**src/rtl/atten_pkg.sv**
```systemverilog
package atten_pkg;

    localparam int SAMPLE_W     = 16;
    localparam int COEF_W       = 8;
    localparam int OP_W         = 3;
    localparam logic [COEF_W-1:0] COEF_TOP = 8'hEE;
    localparam int STEP_FINE    = 4;
    localparam int STEP_COARSE  = 8;

    typedef enum logic [OP_W-1:0] {
        OP_NONE      = 3'd0,
        OP_SET       = 3'd1,
        OP_UP_FINE   = 3'd2,
        OP_DN_FINE   = 3'd3,
        OP_UP_COARSE = 3'd4,
        OP_DN_COARSE = 3'd5
    } att_op_e;

    typedef struct packed {
        logic active;
        logic up;
        logic coarse;
    } ramp_t;

    function automatic logic is_step_op(input logic [OP_W-1:0] op);
        return (op >= 3'd2) && (op <= 3'd5);
    endfunction

endpackage

```
**src/rtl/atten_coef.sv**
```systemverilog
module atten_coef
    import atten_pkg::*;
#(
    parameter int COEF_W = atten_pkg::COEF_W,
    parameter logic [COEF_W-1:0] TOP = atten_pkg::COEF_TOP,
    parameter int FINE   = atten_pkg::STEP_FINE,
    parameter int COARSE = atten_pkg::STEP_COARSE
) (
    input  logic              clk,
    input  logic              rst,
    input  logic              cmd_valid,
    input  logic [OP_W-1:0]   cmd_op,
    input  logic [COEF_W-1:0] cmd_data,
    input  logic              sample_tick,
    output logic [COEF_W-1:0] coef,
    output logic              busy
);
    localparam int EW = COEF_W + 1;

    logic [COEF_W-1:0] coef_q;
    ramp_t             ramp_q;
    logic              set_cmd, step_cmd, req_up, req_coarse, can_start;
    logic [EW-1:0]     step_sz, up_sum;
    logic [COEF_W-1:0] up_next, dn_next, nxt, limit;

    assign set_cmd    = cmd_valid && (cmd_op == OP_SET);
    assign step_cmd   = cmd_valid && is_step_op(cmd_op) && !ramp_q.active;
    assign req_up     = (cmd_op == OP_UP_FINE) || (cmd_op == OP_UP_COARSE);
    assign req_coarse = (cmd_op == OP_UP_COARSE) || (cmd_op == OP_DN_COARSE);
    assign can_start  = req_up ? (coef_q < TOP) : (coef_q != '0);

    assign step_sz = ramp_q.coarse ? EW'(COARSE) : EW'(FINE);
    assign up_sum  = {1'b0, coef_q} + step_sz;
    assign up_next = (up_sum >= {1'b0, TOP}) ? TOP : up_sum[COEF_W-1:0];
    assign dn_next = ({1'b0, coef_q} <= step_sz) ? '0 : coef_q - step_sz[COEF_W-1:0];
    assign nxt     = ramp_q.up ? up_next : dn_next;
    assign limit   = ramp_q.up ? TOP : '0;

    always_ff @(posedge clk) begin
        if (rst) begin
            coef_q <= '0;
            ramp_q <= '0;
        end else if (set_cmd) begin
            coef_q        <= cmd_data;
            ramp_q.active <= 1'b0;
        end else if (step_cmd) begin
            ramp_q <= '{active: can_start, up: req_up, coarse: req_coarse};
        end else if (ramp_q.active && sample_tick) begin
            coef_q        <= nxt;
            ramp_q.active <= (nxt != limit);
        end
    end

    assign coef = coef_q;
    assign busy = ramp_q.active;

    // without a set or a sample the coefficient holds
    assert_coef_hold_R6: assert property (@(posedge clk) disable iff (rst)
        (!set_cmd && !sample_tick) |=> $stable(coef_q));

    // a direct set loads the data and stops any ramp
    assert_set_load_R3: assert property (@(posedge clk) disable iff (rst)
        set_cmd |=> (coef_q == $past(cmd_data)) && !ramp_q.active);

    // a ramp that ends by itself ends at a limit
    assert_ramp_end_R4: assert property (@(posedge clk) disable iff (rst)
        ($fell(ramp_q.active) && !$past(set_cmd)) |-> (coef_q == '0 || coef_q == TOP));

    // a step command during a ramp keeps the ramp running
    assert_busy_ignore_R7: assert property (@(posedge clk) disable iff (rst)
        (ramp_q.active && cmd_valid && is_step_op(cmd_op) && !sample_tick) |=> ramp_q.active);

endmodule

```
**src/rtl/atten_mult.sv**
```systemverilog
module atten_mult
    import atten_pkg::*;
#(
    parameter int SAMPLE_W = atten_pkg::SAMPLE_W,
    parameter int COEF_W   = atten_pkg::COEF_W
) (
    input  logic                       clk,
    input  logic                       rst,
    input  logic                       in_valid,
    input  logic signed [SAMPLE_W-1:0] in_sample,
    input  logic [COEF_W-1:0]          coef,
    output logic                       out_valid,
    output logic signed [SAMPLE_W-1:0] out_sample
);
    localparam int PW = SAMPLE_W + COEF_W + 1;

    logic signed [PW-1:0]       prod;
    logic signed [SAMPLE_W-1:0] scaled;

    assign prod   = PW'(in_sample) * $signed({1'b0, coef});
    assign scaled = prod[COEF_W +: SAMPLE_W];

    always_ff @(posedge clk) begin
        if (rst) begin
            out_valid  <= 1'b0;
            out_sample <= '0;
        end else begin
            out_valid <= in_valid;
            if (in_valid) out_sample <= scaled;
        end
    end

    // one-cycle strobe latency
    assert_valid_lat_R2: assert property (@(posedge clk) disable iff (rst)
        in_valid |=> out_valid);
    assert_valid_idle_R2: assert property (@(posedge clk) disable iff (rst)
        !in_valid |=> !out_valid);

    // a zero coefficient silences the sample
    assert_mute_R1: assert property (@(posedge clk) disable iff (rst)
        (in_valid && coef == '0) |=> (out_sample == '0));

endmodule

```
**src/rtl/step_attenuator.sv**
```systemverilog
module step_attenuator
    import atten_pkg::*;
#(
    parameter int SAMPLE_W = atten_pkg::SAMPLE_W,
    parameter int COEF_W   = atten_pkg::COEF_W
) (
    input  logic                clk,
    input  logic                rst,
    input  logic                cmd_valid,
    input  logic [OP_W-1:0]     cmd_op,
    input  logic [COEF_W-1:0]   cmd_data,
    input  logic                in_valid,
    input  logic [SAMPLE_W-1:0] in_sample,
    output logic                out_valid,
    output logic [SAMPLE_W-1:0] out_sample,
    output logic                ramp_busy
);
    logic [COEF_W-1:0] coef;

    atten_coef #(.COEF_W(COEF_W)) u_coef (
        .clk         (clk),
        .rst         (rst),
        .cmd_valid   (cmd_valid),
        .cmd_op      (cmd_op),
        .cmd_data    (cmd_data),
        .sample_tick (in_valid),
        .coef        (coef),
        .busy        (ramp_busy)
    );

    atten_mult #(.SAMPLE_W(SAMPLE_W), .COEF_W(COEF_W)) u_mult (
        .clk        (clk),
        .rst        (rst),
        .in_valid   (in_valid),
        .in_sample  (in_sample),
        .coef       (coef),
        .out_valid  (out_valid),
        .out_sample (out_sample)
    );

endmodule

```
**config.mk**
```make
export PLATFORM = sky130hd
export DESIGN_NAME = step_attenuator
export DESIGN_NICKNAME = d
export VERILOG_FILES = /design/src/rtl/atten_pkg.sv /design/src/rtl/atten_coef.sv /design/src/rtl/atten_mult.sv /design/src/rtl/step_attenuator.sv
export SDC_FILE = /design/constraint.sdc
export NUM_CORES = 1
export LEC_CHECK = 0
export BUFFER_PORTS_ARGS = -buffer_cell sky130_fd_sc_hd__buf_2
export CAP_MARGIN = 20
export CORE_UTILIZATION = 55
export CTS_CLUSTER_DIAMETER = 30
export DETAILED_ROUTE_END_ITERATION = 8
export GPL_TIMING_DRIVEN = 1
export HOLD_SLACK_MARGIN = 0.05
export PLACE_DENSITY = 0.77
export SLEW_MARGIN = 20
export SYNTH_ARGS = -nofsm -noshare
export SYNTH_HDL_FRONTEND = slang
export SYNTH_SLANG_ARGS = --single-unit
```
**constraint.sdc**
```tcl
create_clock -name clk -period 4.8 [get_ports clk]
set_input_delay 0.48 -clock clk [delete_from_list [all_inputs] [get_ports clk]]
set_output_delay 0.48 -clock clk [all_outputs]
set_load 0.05 [all_outputs]
```
# After elaboration in Yosys (flattened, before gate mapping)
# Index checks and enable logic that the tools add are counted.
# op_classes
eq_ne	6
n_addsub	2
magnitude_cmp	5
multipliers	1
n_mux	11
n_reduce_logical	14
n_bitwise	1
# ops
op	count
two-way mux 8 bit	7
multiplier 16 x 9 -> 24 bit	1
adder 8 x 9 -> 9 bit	1
greater-or-equal comparator 9 x 8 -> 1 bit, second input constant	1
less-or-equal comparator 8 x 9 -> 1 bit	1
less-than comparator 8 bit, second input constant	1
!= test 8 bit	1
nonzero test 8 bit	1
subtractor 8 bit	1
equality test 3 bit, second input constant	2
logical AND 1 bit	5
two-way mux 4 bit	1
AND reduction 2 bit	2
nonzero test 2 bit	2
equality test 3 x 1 -> 1 bit, second input constant	1
equality test 3 x 2 -> 1 bit, second input constant	1
greater-or-equal comparator 3 x 2 -> 1 bit, second input constant	1
less-or-equal comparator 3 bit, second input constant	1
two-way mux 1 bit	3
logical OR 1 bit	2
!= test 2 x 1 -> 1 bit, second input constant	1
OR reduction 2 bit	1
logical NOT 1 bit	1
NOT 1 bit	1
# word_totals
regBits	28
word_cells	46
output_inout_bits	18
input_bits	31

# Logic depth before layout (Yosys ltp)
# depth
ltp_word	8
ltp_mapped	19
mapped_depth_nobuf	17

# Cells and area by module
# A second synthesis with hierarchy kept.
# unflattened
cells_unflattened	736
hier_area_um2	6092.1
# by_module_without_submodules
module	area_each_um2	cells_per_inst	seq_area_each_um2	instances
atten_mult	5017.3	587	340.3	1
atten_coef	1074.8	149	220.2	1

# Least setup slack after synthesis
# OpenSTA, ideal clock, no wires.
# synth_timing
path_type	register to register
start	register u_coef.coef_q[5] (netlist: u_coef.coef[5])
end	register u_mult.out_sample[14]
required_ns	4.683
setup_ns	0.117
path_slack_ns	-0.365
path_stages_with_launch	20
period_less_slack_ns	5.165
arrival_time_ns	5.048
path_buffers	4
path_cell_list	dfxtp_1 clkbuf_1 clkbuf_1 clkbuf_1 nand2_1 fa_1 inv_1 fa_1 fa_1 inv_1 fa_1 inv_1 ha_1 clkbuf_1 nand2_1 o211ai_1 a221o_1 a21o_1 or3_1 a32o_1
# synth_via
elab_chain_cells	1
# synth_rtl
item	line_no	rtl
start, declared	atten_coef.sv:20	logic [COEF_W-1:0] coef_q;
start signal, assigned	atten_coef.sv:44	coef_q <= cmd_data;
start signal, assigned	atten_coef.sv:49	coef_q <= nxt;
multiplier 16 x 9 -> 24 bit	atten_mult.sv:20	assign prod = PW'(in_sample) * $signed({1'b0, coef});
end signal, assigned	atten_mult.sv:29	if (in_valid) out_sample <= scaled;
end, declared	atten_mult.sv:13	output logic signed [SAMPLE_W-1:0] out_sample
# No other way between the ends.
# A chain may end at the register's enable or synchronous reset.

# Worst setup path after layout
# Ends and elaborated chain as after synthesis.

==> impl_metrics.py <==
metrics = {
    "routing": {
        "wl_met3_um": 772,
        "dr_wl_met2_um": 8000,
        "drt_wl_total_um": 15700,
        "antenna_left": 0,
        "drt-initial-drc-count": 371,
        "vias": 5461,
        "drtPass1Iterations": 5,
        "m1WireLength_um": 6450,
        "wl_per_cell_um": 16.3,
        "drc": 0,
        "highest-signal-layer": "met4",
        "vias_per_cell": 5.68,
    },
    "global_routing": {
        "grt_pass1_vias": 5684,
        "grt_use_total": 0.295,
        "grt_pass1_wl_um": 26700,
        "overflow": 0,
        "grt_max_degree": 25,
        "grt_antenna_before_repair": 0,
    },
    "timing": {
        "finalHoldViolCount": 0,
        "period_share": 0.976,
        "post-route-worst-setup-slack_ns": 0.117,
        "fmaxAchievable_mhz": 214,
        "tightest_slew_ns": 1.08,
        "finalCriticalPeriod_ns": 4.68,
        "skew_ns": 0.00393,
        "setup_viol": 0,
        "slew_headroom": 0.279,
        "slew_violations": 0,
    },
    "setup_path": {
        "critPathBufInv": 5,
        "cp_max_fo": 8,
        "worstPathArrival_ns": 4.86,
        "path_cells": "buf_4 > and2_1 > fa_1 > inv_1 > fa_1 > inv_1 > fa_1 > inv_1 > fa_1 > inv_2 > ha_4 > and3_4 > a221o_1 > a21o_1 > or3_1 > a32o_1",
        "r2r_slack_ns": 0.12,
        "end_kind": "register",
        "critPathMaxStageDelay_ns": 0.55,
        "critPathTopFamily": "adder cells",
        "crit_top_cell": "fa_1",
        "path_class": "reg2reg",
        "cp.required_ns": 4.97,
        "start_kind": "register",
        "slowest_stage": "fa_1",
    },
    "final_layout": {
        "fin_nets": 1006,
        "final_area_mm2": 0.00712,
        "n_fill_cell": 879,
        "multi_input_area_mm2": 0.00492,
        "final_cells": 962,
        "syn_to_final_growth_pct": 17.3,
        "drive_gt1_frac": 0.195,
        "diodes": 0,
        "seq_area_um2": 583,
    },
    "placement": {
        "place_congestion": 0.942,
        "pre_cts_ws_ns": -0.223,
        "hpwl_um": 13100,
        "portBuffers": 48,
        "place_area_mm2": 0.00694,
        "place_inst": 954,
    },
    "synthesis": {
        "synth-main-ff-cell": "dfxtp_1",
        "synth_top_area_frac": 0.333,
        "ys_warn_count": 0,
        "synth_top_area_cell": "fa_1",
        "synth_edf_count": 0,
        "synth_nets": 907,
        "async_flop_share": 0,
        "mappedNetlistArea_mm2": 0.00607,
        "synth.distinct_cells": 60,
        "syn_inst": 728,
        "synthTopCellsByArea": "fa_1 33%, ha_1 9.7%, dfxtp_1 9.2%",
        "ys_ff_latch": 28,
        "ys_seq_area_frac": 0.0923,
        "synth_area_per_cell_um2": 8.34,
    },
    "die": {
        "initial_core_util": 0.578,
        "die-area_mm2": 0.0115,
        "ios": 49,
        "die_y_um": 107,
        "num_rows": 37,
        "core_mm2": 0.0105,
        "die_x_um": 107,
    },
    "cts": {
        "cts_buffer_depth": 2,
        "insertion_delay_ns": 0.27,
        "clk_pin_slew_ns": 0.09,
        "htree_levels": 1,
        "numCtsBuffers": 3,
        "root_buffer": "clkbuf_8",
        "cts_tree": "built",
        "clock-sinks": 28,
    },
    "power": {
        "power.leakage_uw": 0.00369,
        "p_per_area_mw_per_mm2": 135,
        "p_total_uw": 961,
        "ir_worst_vdd_mv": 0.135,
    },
    "outcome": {
        "status": "finished clean",
    },
    "hold_path": {
        "min_path_type": "in2reg",
    },
    "flow_run": {
        "max-cap-violations": 0,
    },
}
==> cells by family after synthesis <==
kind of cell / Yosys count / synth area share
and+or+nand+nor: 234 / 0.192
DFF: 28 / 0.0923
buffers and inverters: 176 / 0.110
adders and majority gates: 148 / 0.430
AOI/OAI and AO/OA: 116 / 0.137
muxes: 7 / 0.0117
xor gates and xnor gates: 19 / 0.0274
==> path summary, 6_finish.rpt <==
check	to	depth (start not counted)	startpoint
min reg2reg	u_mult.out_sample[5]	2	u_mult.out_sample[5]
min	u_coef.ramp_q[1]	2	cmd_op[0]
max	u_mult.out_sample[14]	16	u_coef.coef[5]
max reg2reg	u_mult.out_sample[14]	16	u_coef.coef[5]
==> per-stage QoR <==
stage	setup TNS (ns)	hold slack, ns	utilization
after floorplan	0	0.537	-
after global placement	-0.251	0.443	0.661
after detailed placement	-0.907	0.458	0.661
after CTS	0	0.410	0.667
after global routing	-0.00366	0.423	0.678
final	0	0.429	0.678
==> cell usage in the layout, fill, tap and decap left out, types with 4 or more instances in the layout <==
master,count
a21oi_2,5
dfxtp_1,20
nor3_1,18
inv_1,146
nor2_1,22
a21o_1,8
or3_1,7
o21ai_0,20
and3_1,5
o221ai_1,6
a21oi_1,20
and2_1,60
buf_2,48
nor2b_1,4
mux2i_1,6
o21a_1,6
ha_1,43
fa_1,100
clkbuf_8,4
nand2_1,94
a211oi_1,5
xnor2_1,15
dfxtp_4,5
nand3_1,8
buf_4,70
a31oi_1,7
xor2_1,4
o211ai_1,5
==> registers in the layout, indices dropped and copies added (netlist names) <==
name and flops:
u_coef.busy 1, u_coef.coef 8, u_coef.ramp_q 2, u_mult.out_sample 16
u_mult.out_valid 1
==> power by group <==
| part | switching (uW) | internal (uW) | leakage (uW) |
|---|---|---|---|
| registers | 22.2 | 248 | 0.000234 |
| logic | 323 | 223 | 0.00342 |
| clock network | 71.9 | 73.5 | 0.0000288 |
==> metal layers <==
layer / vias to the layer above / GRT usage
met2: 170 / 0.521
met3: 39 / 0.0401
li1: 2523 / -
met1: 2729 / 0.372
met4: 0 / 0.0998
met5: - / 0
==> cell type report <==
cell class / count / share of cell area
clock buffers: 4 / 0.00773
inverters: 148 / 0.0780
multi-input cells: 524 / 0.691
flip-flops and latches: 28 / 0.0819
well taps: 136 / 0.0239
repair buffers: 122 / 0.118
==> cells in the mapped netlist, types with 7 or more instances <==
cell type  count
ha_1          47
a21o_1         8
a31oi_1        7
fa_1         101
nand2_1       95
nand3_1        8
xnor2_1       15
o21ai_0       23
a21oi_1       23
nor3_1        18
clkbuf_1      22
or3_1          7
nor2_1        22
dfxtp_1       28
inv_1        148
and2_1        60
==> repair_timing <==
action / 4_1_cts / 5_1_grt
setup endpoints to repair: 8 / 9
resized for setup: 8 / 24
hold buffers: 0 / 0
pin swaps: 0 / 13
setup buffers: 0 / 4
(Power assumes the default switching activity.)
